<file path="src/rtl/mdma_pkg.sv">
package mdma_pkg;

  typedef struct packed {
    logic       flush;
    logic       row_irq;
    logic       irq_en;
    logic       two_d;
    logic [1:0] width;
    logic       wnr;
    logic       run;
  } ctl_t;

  typedef enum logic [1:0] {S_IDLE, S_RD, S_RWAIT, S_WR} eng_st_e;

  localparam logic [2:0] RG_START = 3'd0;
  localparam logic [2:0] RG_ICNT  = 3'd1;
  localparam logic [2:0] RG_ISTR  = 3'd2;
  localparam logic [2:0] RG_OCNT  = 3'd3;
  localparam logic [2:0] RG_OSTR  = 3'd4;
  localparam logic [2:0] RG_CTL   = 3'd5;
  localparam logic [2:0] RG_STAT  = 3'd6;

  function automatic logic [2:0] elem_bytes(input logic [1:0] w);
    case (w)
      2'd0:    return 3'd1;
      2'd1:    return 3'd2;
      default: return 3'd4;
    endcase
  endfunction

  function automatic logic [31:0] lane_pick(input logic [31:0] word, input logic [1:0] off,
                                            input logic [1:0] w);
    logic [31:0] sh;
    sh = word >> {off, 3'b000};
    case (w)
      2'd0:    return {24'd0, sh[7:0]};
      2'd1:    return {16'd0, sh[15:0]};
      default: return sh;
    endcase
  endfunction

  function automatic logic [31:0] lane_fill(input logic [31:0] d, input logic [1:0] w);
    case (w)
      2'd0:    return {4{d[7:0]}};
      2'd1:    return {2{d[15:0]}};
      default: return d;
    endcase
  endfunction

  function automatic logic [3:0] lane_be(input logic [1:0] off, input logic [1:0] w);
    case (w)
      2'd0:    return 4'b0001 << off;
      2'd1:    return 4'b0011 << off;
      default: return 4'b1111;
    endcase
  endfunction

endpackage

</file>
<file path="src/rtl/mdma_regs.sv">
module mdma_regs import mdma_pkg::*; #(
  parameter int ADDR_W = 32,
  parameter int CNT_W  = 16,
  parameter int STR_W  = 16
) (
  input  logic              clk,
  input  logic              rst_n,
  input  logic              we,
  input  logic [3:0]        addr,
  input  logic [31:0]       wdata,
  input  logic              busy,
  input  logic              set_done,
  input  logic              set_err,
  input  logic              set_row,
  output logic [ADDR_W-1:0] start_o [2],
  output logic [CNT_W-1:0]  icnt_o  [2],
  output logic [STR_W-1:0]  istr_o  [2],
  output logic [CNT_W-1:0]  ocnt_o  [2],
  output logic [STR_W-1:0]  ostr_o  [2],
  output ctl_t              ctl_o   [2],
  output logic              go_o,
  output logic              stop_o,
  output logic [2:0]        stat_o
);

  ctl_t wctl;
  logic ctl_hit, stat_hit;
  assign wctl     = ctl_t'(wdata[7:0]);
  assign ctl_hit  = we && (addr[2:0] == RG_CTL);
  assign stat_hit = we && (addr[2:0] == RG_STAT);
  // stop acts at the same edge as the write that requests it
  assign stop_o   = ctl_hit && busy && (!wctl.run || wctl.flush);

  always_ff @(posedge clk) begin
    if (!rst_n) begin
      for (int s = 0; s < 2; s++) begin
        start_o[s] <= '0;
        icnt_o[s]  <= '0;
        istr_o[s]  <= '0;
        ocnt_o[s]  <= '0;
        ostr_o[s]  <= '0;
        ctl_o[s]   <= '0;
      end
      go_o   <= 1'b0;
      stat_o <= '0;
    end else begin
      for (int s = 0; s < 2; s++) begin
        if (we && addr[3] == 1'(s)) begin
          case (addr[2:0])
            RG_START: if (!busy) start_o[s] <= wdata[ADDR_W-1:0];
            RG_ICNT:  if (!busy) icnt_o[s]  <= wdata[CNT_W-1:0];
            RG_ISTR:  if (!busy) istr_o[s]  <= wdata[STR_W-1:0];
            RG_OCNT:  if (!busy) ocnt_o[s]  <= wdata[CNT_W-1:0];
            RG_OSTR:  if (!busy) ostr_o[s]  <= wdata[STR_W-1:0];
            RG_CTL:   if (!busy || !wctl.run || wctl.flush)
                        ctl_o[s] <= ctl_t'({1'b0, wdata[6:0]});
            default: ;
          endcase
        end
      end
      go_o   <= ctl_hit && addr[3] && wctl.run && wctl.wnr && !wctl.flush
                && ctl_o[0].run && !busy;
      stat_o <= (stat_o & ~(stat_hit ? wdata[2:0] : 3'b000)) | {set_row, set_err, set_done};
    end
  end

  a_r8_w1c_done: assert property (@(posedge clk) disable iff (!rst_n)
    stat_hit && wdata[0] && !set_done |=> !stat_o[0]);
  a_r12_start_frozen: assert property (@(posedge clk) disable iff (!rst_n)
    busy && we && addr == 4'h0 |=> $stable(start_o[0]));

endmodule

</file>
<file path="src/rtl/mdma_walk.sv">
module mdma_walk #(
  parameter int ADDR_W = 32,
  parameter int CNT_W  = 16,
  parameter int STR_W  = 16
) (
  input  logic              clk,
  input  logic              rst_n,
  input  logic              load,
  input  logic              step,
  input  logic              two_d,
  input  logic [ADDR_W-1:0] start,
  input  logic [CNT_W-1:0]  icnt,
  input  logic [STR_W-1:0]  istr,
  input  logic [CNT_W-1:0]  ocnt,
  input  logic [STR_W-1:0]  ostr,
  output logic [ADDR_W-1:0] addr,
  output logic              row_end,
  output logic              last
);

  localparam int EXT_W = ADDR_W - STR_W;

  logic [CNT_W-1:0]  ic_q, oc_q;
  logic [ADDR_W-1:0] istr_x, ostr_x;

  assign istr_x  = {{EXT_W{istr[STR_W-1]}}, istr};
  assign ostr_x  = {{EXT_W{ostr[STR_W-1]}}, ostr};
  assign row_end = (ic_q == CNT_W'(1));
  assign last    = row_end && (!two_d || oc_q == CNT_W'(1));

  always_ff @(posedge clk) begin
    if (!rst_n) begin
      addr <= '0;
      ic_q <= '0;
      oc_q <= '0;
    end else if (load) begin
      addr <= start;
      ic_q <= icnt;
      oc_q <= ocnt;
    end else if (step) begin
      if (row_end) begin
        if (!last) begin
          addr <= addr + ostr_x;
          ic_q <= icnt;
          oc_q <= oc_q - CNT_W'(1);
        end
      end else begin
        addr <= addr + istr_x;
        ic_q <= ic_q - CNT_W'(1);
      end
    end
  end

  a_r5_step_in_range: assert property (@(posedge clk) disable iff (!rst_n)
    step |-> ic_q != '0);

endmodule

</file>
<file path="src/rtl/mdma_engine.sv">
module mdma_engine import mdma_pkg::*; #(
  parameter int ADDR_W = 32
) (
  input  logic              clk,
  input  logic              rst_n,
  input  logic              go,
  input  logic              stop,
  input  logic              cfg_ok,
  input  logic [1:0]        width,
  input  logic              row_irq,
  input  logic [ADDR_W-1:0] src_addr,
  input  logic [ADDR_W-1:0] dst_addr,
  input  logic              dst_row_end,
  input  logic              dst_last,
  input  logic              mem_ready,
  input  logic              rsp_valid,
  input  logic [31:0]       rsp_data,
  output logic              load,
  output logic              src_step,
  output logic              dst_step,
  output logic              mem_valid,
  output logic              mem_we,
  output logic [ADDR_W-3:0] mem_addr,
  output logic [31:0]       mem_wdata,
  output logic [3:0]        mem_be,
  output logic              busy,
  output logic              set_done,
  output logic              set_err,
  output logic              set_row
);

  eng_st_e     st_q;
  logic [31:0] hold_q;
  logic        wr_hs;

  assign busy      = (st_q != S_IDLE);
  assign mem_valid = (st_q == S_RD) || (st_q == S_WR);
  assign mem_we    = (st_q == S_WR);
  assign mem_addr  = mem_we ? dst_addr[ADDR_W-1:2] : src_addr[ADDR_W-1:2];
  assign mem_wdata = lane_fill(hold_q, width);
  assign mem_be    = mem_we ? lane_be(dst_addr[1:0], width) : 4'b1111;

  assign wr_hs    = (st_q == S_WR) && mem_ready && !stop;
  assign load     = (st_q == S_IDLE) && go && cfg_ok;
  assign set_err  = (st_q == S_IDLE) && go && !cfg_ok;
  assign src_step = (st_q == S_RWAIT) && rsp_valid && !stop;
  assign dst_step = wr_hs;
  assign set_done = wr_hs && dst_last;
  assign set_row  = wr_hs && dst_row_end && row_irq;

  always_ff @(posedge clk) begin
    if (!rst_n) begin
      st_q   <= S_IDLE;
      hold_q <= '0;
    end else if (stop) begin
      st_q <= S_IDLE;
    end else begin
      case (st_q)
        S_IDLE:  if (load) st_q <= S_RD;
        S_RD:    if (mem_ready) st_q <= S_RWAIT;
        S_RWAIT: if (rsp_valid) begin
                   hold_q <= lane_pick(rsp_data, src_addr[1:0], width);
                   st_q   <= S_WR;
                 end
        S_WR:    if (mem_ready) st_q <= dst_last ? S_IDLE : S_RD;
        default: st_q <= S_IDLE;
      endcase
    end
  end

  a_r11_req_hold: assert property (@(posedge clk) disable iff (!rst_n)
    mem_valid && !mem_ready && !stop |=> mem_valid && $stable(mem_addr) && $stable(mem_we)
                                         && $stable(mem_wdata));
  a_r6_err_no_start: assert property (@(posedge clk) disable iff (!rst_n)
    set_err |=> !busy);
  a_r7_done_idle: assert property (@(posedge clk) disable iff (!rst_n)
    set_done |=> !busy);
  a_r10_stop_quiet: assert property (@(posedge clk) disable iff (!rst_n)
    stop |=> !mem_valid);
  a_r4_lane_count: assert property (@(posedge clk) disable iff (!rst_n)
    mem_valid && mem_we |-> $countones(mem_be) == int'(elem_bytes(width)));

endmodule

</file>
<file path="src/rtl/mdma2d_chan.sv">
module mdma2d_chan import mdma_pkg::*; #(
  parameter int ADDR_W = 32,
  parameter int CNT_W  = 16,
  parameter int STR_W  = 16
) (
  input  logic              clk,
  input  logic              rst_n,
  input  logic              reg_we,
  input  logic [3:0]        reg_addr,
  input  logic [31:0]       reg_wdata,
  output logic              mem_valid,
  input  logic              mem_ready,
  output logic              mem_we,
  output logic [ADDR_W-3:0] mem_addr,
  output logic [31:0]       mem_wdata,
  output logic [3:0]        mem_be,
  input  logic              rsp_valid,
  input  logic [31:0]       rsp_data,
  output logic              busy,
  output logic              stat_done,
  output logic              stat_err,
  output logic              stat_row,
  output logic              irq
);

  logic [ADDR_W-1:0] start [2];
  logic [CNT_W-1:0]  icnt  [2];
  logic [STR_W-1:0]  istr  [2];
  logic [CNT_W-1:0]  ocnt  [2];
  logic [STR_W-1:0]  ostr  [2];
  ctl_t              ctl   [2];
  logic [ADDR_W-1:0] waddr [2];
  logic              row_end [2];
  logic              last    [2];
  logic              go, stop, load, src_step, dst_step, cfg_ok;
  logic              set_done, set_err, set_row;
  logic [2:0]        stat;
  logic [1:0]        lowmask;
  logic              two_d;

  assign two_d = ctl[1].two_d;

  mdma_regs #(.ADDR_W(ADDR_W), .CNT_W(CNT_W), .STR_W(STR_W)) u_regs (
    .clk, .rst_n, .we(reg_we), .addr(reg_addr), .wdata(reg_wdata), .busy,
    .set_done, .set_err, .set_row,
    .start_o(start), .icnt_o(icnt), .istr_o(istr), .ocnt_o(ocnt), .ostr_o(ostr),
    .ctl_o(ctl), .go_o(go), .stop_o(stop), .stat_o(stat)
  );

  for (genvar s = 0; s < 2; s++) begin : g_walk
    mdma_walk #(.ADDR_W(ADDR_W), .CNT_W(CNT_W), .STR_W(STR_W)) u_walk (
      .clk, .rst_n, .load, .step(s == 0 ? src_step : dst_step), .two_d,
      .start(start[s]), .icnt(icnt[s]), .istr(istr[s]), .ocnt(ocnt[s]), .ostr(ostr[s]),
      .addr(waddr[s]), .row_end(row_end[s]), .last(last[s])
    );
  end

  // setup check done once, when the copy is armed
  always_comb begin
    case (ctl[1].width)
      2'd0:    lowmask = 2'b00;
      2'd1:    lowmask = 2'b01;
      default: lowmask = 2'b11;
    endcase
    cfg_ok = (ctl[1].width != 2'd3)
          && (icnt[0] != '0) && (icnt[1] != '0)
          && (!two_d || ((ocnt[0] != '0) && (ocnt[1] != '0)))
          && (((start[0][1:0] | start[1][1:0] | istr[0][1:0] | istr[1][1:0]) & lowmask) == 2'b00)
          && (!two_d || (((ostr[0][1:0] | ostr[1][1:0]) & lowmask) == 2'b00));
  end

  mdma_engine #(.ADDR_W(ADDR_W)) u_eng (
    .clk, .rst_n, .go, .stop, .cfg_ok, .width(ctl[1].width), .row_irq(ctl[1].row_irq),
    .src_addr(waddr[0]), .dst_addr(waddr[1]), .dst_row_end(row_end[1]), .dst_last(last[1]),
    .mem_ready, .rsp_valid, .rsp_data, .load, .src_step, .dst_step,
    .mem_valid, .mem_we, .mem_addr, .mem_wdata, .mem_be, .busy,
    .set_done, .set_err, .set_row
  );

  assign stat_done = stat[0];
  assign stat_err  = stat[1];
  assign stat_row  = stat[2];
  assign irq       = ctl[1].irq_en && (stat_err || (ctl[1].row_irq ? stat_row : stat_done));

  a_r9_irq_cause: assert property (@(posedge clk) disable iff (!rst_n)
    irq |-> (stat_err || stat_done || stat_row));
  a_r1_idle_quiet: assert property (@(posedge clk) disable iff (!rst_n)
    !busy |-> !mem_valid);

endmodule

</file>
<file path="config.mk">
export PLATFORM = sky130hd
export DESIGN_NAME = mdma2d_chan
export DESIGN_NICKNAME = d
export VERILOG_FILES = /design/src/rtl/mdma_pkg.sv /design/src/rtl/mdma_regs.sv /design/src/rtl/mdma_walk.sv /design/src/rtl/mdma_engine.sv /design/src/rtl/mdma2d_chan.sv
export SDC_FILE = /design/constraint.sdc
export NUM_CORES = 1
export LEC_CHECK = 0
export ABC_CLOCK_PERIOD_IN_PS = 4300
export BUFFER_PORTS_ARGS = -buffer_cell sky130_fd_sc_hd__buf_2
export CORE_MARGIN = 10
export CORE_UTILIZATION = 55
export CTS_CLUSTER_SIZE = 16
export DETAILED_ROUTE_END_ITERATION = 10
export PLACE_DENSITY = 0.74
export SLEW_MARGIN = 20
export SYNTH_ARGS = -nofsm -noshare
export SYNTH_HDL_FRONTEND = slang
export SYNTH_SLANG_ARGS = --single-unit
</file>
<file path="constraint.sdc">
create_clock -name clk -period 4.3 [get_ports clk]
set_input_delay 0.86 -clock clk [delete_from_list [all_inputs] [get_ports clk]]
set_output_delay 0.86 -clock clk [all_outputs]
set_load 0.1 [all_outputs]
</file>
==> run summary <==
The run finished with clean final reports. Setup violations remaining at the end of the flow were counted as 0. Cell with the largest stage delay on the worst path: or3_4. For the worst slew margin relative to its limit, the log shows 28.52%. The signal on the critical path passes through or3_4, or3_4, or2_4, buf_4, nand2_1, nand2_1, ha_4, o21ai_0, o21bai_1, o211ai_1, a32oi_2, o211ai_1, buf_4, o211a_1, a211oi_1, mux2_2, nand3_1. The multi-input gate area in the final layout came out at 12060 sq um. The largest net degree at the start of global routing was 183; the average routed wire per standard cell was 19.94 um. Path type of the worst setup path: reg -> reg. Counting both buffers and inverters, the worst setup path holds a total of 2.

Data arrives at the worst endpoint at 4.65 ns. The clock transition at the registers of the reported paths works out to 0.06 ns. IR analysis of the VDD net gives a maximum drop of 0.2648 mV.

The run gives 44680 sq um as the overall die area. TritonCTS built the clock tree. The fmax came out at 0.2415 GHz.

The clock root buffer is clkbuf_16. The first global-routing pass estimated 98.91 mm of wire. Registers are responsible for 44.5% of the overall power. Once detail routing completed, the nets flagged for antenna violations numbered 0. The placement-stage cell area was 21260 sq um.

The largest single stage delay on the critical path is 0.40 ns. The final critical-path required period works out to 4.140 ns. The reg-to-reg setup timing slack was 0.16 ns; the share of flip-flops with an asynchronous set or reset after synthesis was 0%. The die is 211.4 um wide. The tightest min-delay check is of the reg -> reg type.

Net switching is 22.37% of the power. For the number of buffers on the longest clock path, the log shows 3. Summed over all layers, the routed wires come to 63.00 mm. In this run, CTS created clock tree buffers numbering 41. Of the available clock period, the critical path in the final layout requires 96.28%.

H-tree level count: 2. The repair_antennas step left the layout with diodes totalling 0. Synthesis inferred 364 register bits.

Top cell family by delay on the critical path: compound AO/OA/AOI/OAI gates. Filler cell count in the final layout: 3149. The number of placed instances, taps included was 3079; the static leakage was 9.133 nW. The number of hold-repair buffers added at the cts stage was 0. After technology mapping, the gate count stands at 2588.

For this block, the via count after detailed routing is 19493. Prior to clock tree synthesis, the placed netlist has a worst setup slack of -0.01400 ns. The number of nets handed over by synthesis was 2741. For the pin with the worst max-slew slack, the measured transition is 1.068 ns. The number of global-route vias before repair came out at 18459. The largest fanout on the critical path works out to 11.

Number of hold violations in the final report: 0. The clock skew after layout is 0.01648 ns. Insertion delay to the later sink of the worst-skew pair: 0.57 ns. The analysis attributes to net switching a power of 1.714 mW. The total negative setup slack came out at 0 ns.

Combinational logic burns 4.1% of the power. The global router's overall resource usage was 27.21%; the quantity of I/O buffers inserted on ports was 145. Across all setup checks in the final design, the least slack found is 0.1600 ns.

The leftover overflow at the end of global routing was 0; the reported max-cap violation count was 0. For this run, the register share of the synthesized area comes to 36.17%. The net count of the finished layout came out at 2813.

After legalization and detailed placement, the total HPWL measured 42.81 mm. In this run the vertical extent of the chip is 211.4 um. For this design the top-level I/O count stands at 146.

The finished cells cover 22960 sq um. For this design the ratio of total power to cell area is 333.8 nW/um^2. The clock drives 364 sinks. The worst setup path is captured at a flip-flop. The fraction of layout cells with a size suffix above 1 is 15.45%. Per report_power, the clock group accounts for 51.3% of the total. The logs give 3160 for the count of non-filler cells in the finished layout and 70 for the row count.

The tools report the startpoint type of the worst setup path as a flip-flop. Initial antenna violation count: 2. The netlist area before placement is 20150 sq um, and the number of flops mapped to enable cells by yosys is 0.

The core region is 36350 sq um. The tools report the count of final max-slew check failures as 0. Dividing the synthesized area by the synthesized cell count gives 7.784 sq um. The run gives 7288 sq um as the flip-flop and latch area. For the worst setup path, the data required time is 4.81 ns. The synthesis-to-layout area growth is 13.97%, and the number of warnings issued by yosys is 0. The run gives 87 as the number of distinct library cell variants in the gate-level netlist after synthesis. The internal portion of the total power is 5.950 mW. The number of optimization iterations in the first detailed-route pass is 5, and the final total power is 7.664 mW. The iteration-0 DRC count of the detailed router is 1637. At the end of routability-driven placement, the weighted congestion stood at 0.9724. Using the TritonRoute via totals, the vias-per-cell ratio works out to 6.169. For this run, design rule violations remaining after detail routing come to 0. The initial utilization of the core area, before any placement, comes to 55.43%. In the synthesized netlist the dominant register cell turns out to be dfxtp_1.
==> logic make-up (layout without fill, tap and decap cells) <==
group | after synthesis | count (layout) | share of synthesized area, %
and+or+nand+nor | 971 | 971 | 21.86
AOI/OAI and AO/OA | 712 | 712 | 20.72
DFF | 364 | 364 | 36.17
buffers and inverters | 231 | 335 | 4.776
muxes | 165 | 165 | 8.608
adders and majority gates | 80 | 80 | 5.043
xor gates and xnor gates | 65 | 65 | 2.826
==> placed cells by master (no fill, tap or decap), drive strengths merged, types with 24 or more instances in the layout <==
cell,instances
o21ai,160
a211oi,45
inv,38
nor4,40
mux2i,102
xnor2,36
a21o,30
mux2,63
nand3,56
a21oi,340
nor2b,24
dfxtp,364
clkbuf,56
nand2,441
nor3,63
ha,78
nor2,242
buf,223
a31oi,24
xor2,29
==> layer usage <==
| layer | share of wire, % | wire, um | GRT usage [%] | vias to the layer above |
|---|---|---|---|---|
| li1 | - | - | - | 9297 |
| met5 | 0.046 | 29 | 0 | - |
| met2 | 47 | 29350 | 45.26 | 801 |
| met4 | 4.5 | 2840 | 12.50 | 4 |
| met1 | 41 | 25640 | 33.19 | 9213 |
| met3 | 8.2 | 5149 | 5.664 | 178 |
==> worst min-delay path, delay by kind of cell, from the launching register on <==
family,cells,cell delay (ns)
and+or+nand+nor,1,0.05
AOI/OAI and AO/OA,1,0.05
DFF,1,0.31
==> path summary, 6_finish.rpt <==
| check | from | end | cells after the start |
|---|---|---|---|
| worst min-delay path | u_regs.start_o[39]$_SDFFE_PN0P_ | g_walk[0].u_walk.addr[7]$_SDFFE_PN0P_ | 2 |
| worst max-delay path | g_walk[1].u_walk.ic_q[8]$_SDFFE_PN0P_ | g_walk[1].u_walk.addr[31]$_SDFFE_PN0P_ | 17 |
| worst max register to register | g_walk[1].u_walk.ic_q[8]$_SDFFE_PN0P_ | g_walk[1].u_walk.addr[31]$_SDFFE_PN0P_ | 17 |
| worst min register to register | u_regs.start_o[39]$_SDFFE_PN0P_ | g_walk[0].u_walk.addr[7]$_SDFFE_PN0P_ | 2 |
==> synthesized netlist by cell type, drive strengths merged, types with 3 or more instances <==
master	count	area [sq um]
nor3	63	315.3
a21o	30	225.2
and3	21	131.4
or2	6	37.54
nor3b	6	45.04
o21a	12	90.09
or3	9	66.31
o311ai	3	26.28
nor2	242	938.4
nand3	56	302.8
inv	36	135.1
buf	37	234.0
or4	8	67.56
nand4	21	137.6
a21oi	340	1702
o21bai	6	45.04
nand2b	13	81.33
clkbuf	157	589.3
a31o	4	35.03
nand2	441	1658
o21ai	160	804.5
and2	6	37.54
a2111oi	3	26.28
nor2b	24	150.1
dfxtp	364	7287
o41ai	9	86.34
a21boi	3	22.52
o22ai	3	18.77
a311oi	12	105.1
xor2	29	254.0
o31a	4	35.03
nand3b	5	53.80
a22oi	9	67.56
mux2	63	709.4
xnor2	36	315.3
a32oi	8	70.07
o211ai	16	120.1
ha	78	975.9
a31oi	24	165.2
a211oi	45	337.8
nor4	40	292.8
mux2i	102	1025
==> power by group through the flow <==
stage	combinational [mW]	sequential, mW	clock, mW
2_1_floorplan	0.181	3.48	0
4_1_cts	0.313	3.41	3.97
5_1_grt	0.340	3.41	4.12
3_5_place_dp	0.311	3.49	0
3_3_place_gp	0.305	3.49	0
6_report	0.318	3.41	3.93
==> per-stage QoR <==
step	hold slack (ns)	utilization [%]
2_1_floorplan	0.4319	-
6_report	0.4473	63.17
3_5_place_dp	0.4436	58.50
5_1_grt	0.4656	63.17
4_1_cts	0.4450	62.76
3_3_place_gp	0.4391	58.50
==> sequential cells by signal, indices dropped and copies added, names as in the netlist <==
register	cells
g_walk.u_walk.addr	64
u_regs.start_o	64
g_walk.u_walk.ic_q	32
g_walk.u_walk.oc_q	32
u_eng.hold_q	32
u_regs.icnt_o	32
u_regs.istr_o	32
u_regs.ocnt_o	32
u_regs.ostr_o	32
u_regs.ctl_o	6
u_regs.stat_o	3
u_eng.st_q	2
u_regs.go_o	1
==> cell type report <==
cell class                      count  area share, %
Sequential cell                   364          31.74
Clock inverter                     19          1.488
Tap cell                          468          2.550
Clock buffer                       56          5.117
Multi-Input combinational cell   1993          52.54
Inverter                           37         0.6376
Timing Repair Buffer              223          5.923
==> what timing repair did <==
item                                    CTS  global route
endpoints found under the setup margin    4            23
hold endpoints to repair                  0             0
resized for setup                         2            31
pin swaps                                 1             8
buffers inserted                          2             4
(Power assumes the default switching activity.)
